File: config.mk
export PLATFORM = sky130hd
export DESIGN_NAME = wip_table
export DESIGN_NICKNAME = d
export VERILOG_FILES = /design/src/rtl/wip_pkg.sv /design/src/rtl/wip_match.sv /design/src/rtl/wip_lru.sv /design/src/rtl/wip_table.sv
export SDC_FILE = /design/constraint.sdc
export NUM_CORES = 2
export LEC_CHECK = 0
export BUFFER_PORTS_ARGS = -buffer_cell sky130_fd_sc_hd__buf_2
export CAP_MARGIN = 20
export CORE_MARGIN = 1
export CORE_UTILIZATION = 55
export DETAILED_ROUTE_END_ITERATION = 10
export GPL_TIMING_DRIVEN = 1
export HOLD_SLACK_MARGIN = 0.12
export PLACE_DENSITY = 0.71
export SYNTH_ARGS = -nofsm -noshare
export SYNTH_HDL_FRONTEND = slang
export SYNTH_SLANG_ARGS = --single-unit
File: constraint.sdc
create_clock -name clk -period 6.8 [get_ports clk]
set_input_delay 0.68 -clock clk [delete_from_list [all_inputs] [get_ports clk]]
set_output_delay 0.68 -clock clk [all_outputs]
set_load 0.02 [all_outputs]
File: src/rtl/wip_pkg.sv
package wip_pkg;
  function automatic int unsigned idx_bits(input int unsigned n);
    return (n > 1) ? $clog2(n) : 1;
  endfunction
endpackage

File: src/rtl/wip_match.sv
module wip_match #(
  parameter int unsigned ENTRIES = 16,
  parameter int unsigned PC_W    = 32,
  localparam int unsigned IW     = wip_pkg::idx_bits(ENTRIES)
) (
  input  logic [PC_W-1:0] tags [ENTRIES],
  input  logic [ENTRIES-1:0] valid,
  input  logic [PC_W-1:0] key,
  output logic [ENTRIES-1:0] hit_vec,
  output logic            hit,
  output logic [IW-1:0]   hit_idx
);
  for (genvar g = 0; g < ENTRIES; g++) begin : g_cmp
    assign hit_vec[g] = valid[g] && (tags[g] == key);
  end

  assign hit = |hit_vec;

  always_comb begin
    hit_idx = '0;
    for (int i = 0; i < ENTRIES; i++)
      if (hit_vec[i]) hit_idx = IW'(i);
  end
endmodule

File: src/rtl/wip_lru.sv
module wip_lru #(
  parameter int unsigned ENTRIES = 16,
  localparam int unsigned IW     = wip_pkg::idx_bits(ENTRIES)
) (
  input  logic          clk,
  input  logic          rst,
  input  logic          touch,
  input  logic [IW-1:0] touch_idx,
  output logic [IW-1:0] victim_idx
);
  logic [IW-1:0] age [ENTRIES];

  for (genvar g = 0; g < ENTRIES; g++) begin : g_age
    always_ff @(posedge clk) begin
      if (rst)
        age[g] <= IW'(g);
      else if (touch) begin
        if (touch_idx == IW'(g))
          age[g] <= '0;
        else if (age[g] < age[touch_idx])
          age[g] <= age[g] + 1'b1;
      end
    end
  end

  always_comb begin
    victim_idx = '0;
    for (int i = 0; i < ENTRIES; i++)
      if (age[i] == IW'(ENTRIES - 1)) victim_idx = IW'(i);
  end
endmodule

File: src/rtl/wip_table.sv
module wip_table #(
  parameter int unsigned ENTRIES = 16,
  parameter int unsigned PC_W    = 32,
  parameter int unsigned CNT_W   = 8
) (
  input  logic             clk,
  input  logic             rst,
  input  logic             upd_valid,
  input  logic [PC_W-1:0]  upd_pc,
  input  logic             qry_valid,
  input  logic [PC_W-1:0]  qry_pc,
  input  logic             qry_first_touch,
  input  logic [CNT_W-1:0] wi_thresh,
  output logic             resp_valid,
  output logic             resp_hit,
  output logic             resp_wi,
  output logic [CNT_W-1:0] resp_count,
  output logic             alloc_valid,
  output logic             alloc_fast_write
);
  localparam int unsigned IW = wip_pkg::idx_bits(ENTRIES);
  localparam logic [CNT_W-1:0] CNT_MAX = '1;

  logic [PC_W-1:0]    tag_q [ENTRIES];
  logic [CNT_W-1:0]   cnt_q [ENTRIES];
  logic [ENTRIES-1:0] valid_q;

  logic [ENTRIES-1:0] upd_hit_vec, qry_hit_vec;
  logic               upd_hit, qry_hit;
  logic [IW-1:0]      upd_idx, qry_idx, victim_idx, touch_idx;

  wip_match #(.ENTRIES(ENTRIES), .PC_W(PC_W)) u_upd_match (
    .tags(tag_q), .valid(valid_q), .key(upd_pc),
    .hit_vec(upd_hit_vec), .hit(upd_hit), .hit_idx(upd_idx)
  );

  wip_match #(.ENTRIES(ENTRIES), .PC_W(PC_W)) u_qry_match (
    .tags(tag_q), .valid(valid_q), .key(qry_pc),
    .hit_vec(qry_hit_vec), .hit(qry_hit), .hit_idx(qry_idx)
  );

  assign touch_idx = upd_hit ? upd_idx : victim_idx;

  wip_lru #(.ENTRIES(ENTRIES)) u_lru (
    .clk(clk), .rst(rst), .touch(upd_valid),
    .touch_idx(touch_idx), .victim_idx(victim_idx)
  );

  // entry payload: no reset, single write port per cycle
  always_ff @(posedge clk) begin
    if (upd_valid) begin
      if (upd_hit) begin
        if (cnt_q[upd_idx] != CNT_MAX)
          cnt_q[upd_idx] <= cnt_q[upd_idx] + 1'b1;
      end else begin
        tag_q[victim_idx] <= upd_pc;
        cnt_q[victim_idx] <= CNT_W'(1);
      end
    end
  end

  always_ff @(posedge clk) begin
    if (rst)
      valid_q <= '0;
    else if (upd_valid && !upd_hit)
      valid_q[victim_idx] <= 1'b1;
  end

  // lookup reads pre-update state, answer registered
  logic [CNT_W-1:0] qry_cnt;
  logic             qry_wi;
  assign qry_cnt = qry_hit ? cnt_q[qry_idx] : '0;
  assign qry_wi  = qry_hit && (qry_cnt >= wi_thresh);

  always_ff @(posedge clk) begin
    if (rst) begin
      resp_valid       <= 1'b0;
      resp_hit         <= 1'b0;
      resp_wi          <= 1'b0;
      resp_count       <= '0;
      alloc_valid      <= 1'b0;
      alloc_fast_write <= 1'b0;
    end else begin
      resp_valid       <= qry_valid;
      resp_hit         <= qry_valid && qry_hit;
      resp_wi          <= qry_valid && qry_wi;
      resp_count       <= qry_valid ? qry_cnt : '0;
      alloc_valid      <= qry_valid && qry_first_touch;
      alloc_fast_write <= qry_valid && qry_first_touch && qry_wi;
    end
  end
endmodule

==> results.sh <==
export IMPL_status="complete, no violations"
export IMPL_io_pins=90
export IMPL_track_usage=0.391
export IMPL_path_class="input port to flip-flop"
export IMPL_async_flop_share=0
export IMPL_yosys_warnings=0
export IMPL_critPathLaunchType="input port"
export IMPL_wl_um=151000
export IMPL_overflow=0
export IMPL_final_period_utilization=0.921
export IMPL_setup_ws_ps=536
export IMPL_fin_skew_ps=26.9
export IMPL_cp_max_fo=17
export IMPL_hold_viol_final=0
export IMPL_synthTopCellsByCount="edfxtp_1 (704), xor2_1 (634), xnor2_1 (417), nor4_1 (155), mux2i_1 (144)"
export IMPL_cts_root_buf="clkbuf_16"
export IMPL_area_delta_synth_final_pct=14.6
export IMPL_synthesis_area_sq_mm=0.0416
export IMPL_dr_total_vias=30600
export IMPL_ys_top_cells_by_area="edfxtp_1 (51%), xor2_1 (13%), xnor2_1 (8.8%), mux2i_1 (3.5%), nor4_1 (2.3%)"
export IMPL_cts_tree="built"
export IMPL_cts_resized=0
export IMPL_drive_gt1_frac=0.162
export IMPL_synth_ff_type="edfxtp_1"
export IMPL_die_w_um=277
export IMPL_place_inst=4511
export IMPL_pre_cts_ws_ps=30.8
export IMPL_detail_route_wl_per_cell_um=32.4
export IMPL_core_area_sq_mm=0.0746
export IMPL_final_setup_viol_count=0
export IMPL_numPortBuffers=89
export IMPL_synth_top_cell_by_area="edfxtp_1"
export IMPL_cts_hold_buf=0
export IMPL_endpoint_kind="flip-flop"
export IMPL_drtAntennaViolNets=0
export IMPL_cts_buffers=81
export IMPL_r2r_slack_ps=880
export IMPL_dr_pass1_iters=8
export IMPL_reg2reg_depth=27
export IMPL_rsz0062_at_grt="false"
export IMPL_min_path_type="input port to flip-flop"
export IMPL_yosysSeqAreaShare=0.522
export IMPL_holdPathStages=2
export IMPL_initial_core_util=0.558
export IMPL_drt_iter0_drc=4325
export IMPL_rows=100
export IMPL_path_clk_slew_ps=60
export IMPL_clock_latency_ps=650
export IMPL_synthDistinctLibCells=91
export IMPL_gp_congestion=1.04
export IMPL_cts_max_path_buffers=3
export IMPL_die_area_sq_mm=0.0767
export IMPL_drc=0
export IMPL_fin_hold_ws_ps=257
export IMPL_grt_pass1_vias=30700
export IMPL_nets=3775
export IMPL_cts_max_level=3
export IMPL_slew_viol_final=0
export IMPL_worstPathArrival_ps=6790
export IMPL_syn_nets=3492
export IMPL_grt_pass1_wl_um=216000
export IMPL_max_cap_viol_count=0
export IMPL_yosysTopAreaCellShare=0.508
export IMPL_synth_seq_cells=733
export IMPL_nFillCells=5769
export IMPL_instances_no_fill=4666
export IMPL_utilization=0.639
export IMPL_dp_hpwl_um=104000
export IMPL_yosysMostFrequentCell="edfxtp_1"
export IMPL_synth_edff_count=704
export IMPL_fin_setup_tns_ps=0
export IMPL_relSlewSlack=0.405
export IMPL_period_needed_ps=6260
export IMPL_p_leak_nw=16.9
export IMPL_grt_start_max_net_pins=34
export IMPL_syn_inst=3342
export IMPL_worst_slew_pin_slew_ps=885
export IMPL_grt_antenna_before_repair=3
export IMPL_fmax_mhz=160
export IMPL_die_h_um=277
export IMPL_clkSinkCount=733
export IMPL_required_ps=7330
export IMPL_post_cts_setup_buffers=0
export IMPL_ir_drop_v=0.000342
export IMPL_syn_avg_cell_area_sq_um=12.4
export IMPL_p_per_area_mw_per_mm2=367
export IMPL_via_per_inst=6.56
==> state kept, by name, summed over array words and instances (netlist names) <==
name / flops
alloc_fast_write: 1
alloc_valid: 1
cnt_q: 128
resp_count: 8
resp_hit: 1
resp_valid: 1
resp_wi: 1
tag_q: 512
u_lru.age: 64
valid_q: 16
==> worst paths after layout <==
check / endpoint / start
worst max-delay path: alloc_fast_write / qry_pc[14]
worst min-delay path: alloc_fast_write / qry_first_touch
worst max register to register: alloc_fast_write / tag_q[478]
worst min register to register: valid_q[1] / valid_q[1]
==> power by group <==
group	leakage, nW	switching (W)	total [W]	internal, W
sequential	6.62	0.000575	0.00639	0.00581
clock	1.31	0.00190	0.00446	0.00256
combinational	8.92	0.00409	0.00664	0.00254
total	16.9	0.00657	0.0175	0.0109
==> logic make-up (layout without fill, tap and decap cells) <==
| family | Yosys count | after routing | share of synthesized area |
|---|---|---|---|
| mux | 187 | 187 | 0.0486 |
| compound gates | 305 | 305 | 0.0534 |
| other cells | 0 | 3 | 0 |
| buf+inv | 213 | 565 | 0.0291 |
| simple gates | 780 | 780 | 0.103 |
| flops | 733 | 733 | 0.522 |
| fa+ha+maj | 73 | 73 | 0.0220 |
| xor+xnor | 1051 | 1051 | 0.221 |
==> through the flow <==
stage,power (W),instance area (sq um)
floorplan,0.0106,41600
global placement,0.0126,45000
detailed placement,0.0129,45000
CTS,0.0173,47600
global route,0.0183,47600
finish,0.0175,47600
==> metal layers <==
metal,track usage,vias to the layer above,part of all wire
met4,0.223,2,0.070
met1,0.501,15200,0.37
met2,0.629,1976,0.46
met3,0.0678,528,0.097
met5,0,-,0.000086
li1,-,12900,-
==> placed cells by master (no fill, tap or decap), types with 11 or more instances in the layout <==
cell type	count
clkbuf_16	83
mux2_2	34
nor2_1	126
clkinv_1	13
xnor2_1	417
o21ai_0	41
o21a_1	11
xor2_1	634
a31oi_1	26
nand2_1	77
a21oi_1	61
nor2_2	14
dfxtp_1	29
clkinv_2	22
and3_1	28
nor2b_1	21
buf_12	49
o211ai_1	11
buf_4	236
ha_1	73
a211oi_1	21
nand3_1	77
clkbuf_1	15
mux2i_1	144
nor3_1	69
inv_1	38
nand4_1	124
and2_1	14
a211o_1	12
nand2b_1	14
edfxtp_1	704
nor4_1	155
or3_1	12
buf_2	90
==> cell type report <==
| class | count | area (sq um) | area share |
|---|---|---|---|
| flip-flops and latches | 733 | 21700 | 0.456 |
| multi-input cells | 2396 | 18700 | 0.393 |
| diodes | 3 | 7.51 | 0.000158 |
| inverters | 38 | 143 | 0.00299 |
| repair buffers | 375 | 3200 | 0.0672 |
| clock buffers | 98 | 2130 | 0.0448 |
| well taps | 969 | 1210 | 0.0254 |
| clock inverters | 54 | 514 | 0.0108 |
==> critical path, cell delays in order <==
cell	delay, ps
buf_2	610
buf_4	330
xnor2_1	150
nand4_1	150
nor4_1	210
nand4_1	160
nor4_1	760
nand2b_1	190
a21oi_1	90
o211ai_1	310
buf_12	230
mux2i_1	320
mux2i_1	120
mux2_2	310
a22oi_1	360
ha_1	300
nand2b_1	140
a21oi_1	140
nor2b_1	50
o21ai_0	170
nand2b_1	90
a21oi_1	200
nor2b_1	70
o21ai_0	150
nand2b_1	80
a21oi_1	170
nor2b_1	70
and2_1	150
No activity file was read; power rests on OpenSTA's default activity.
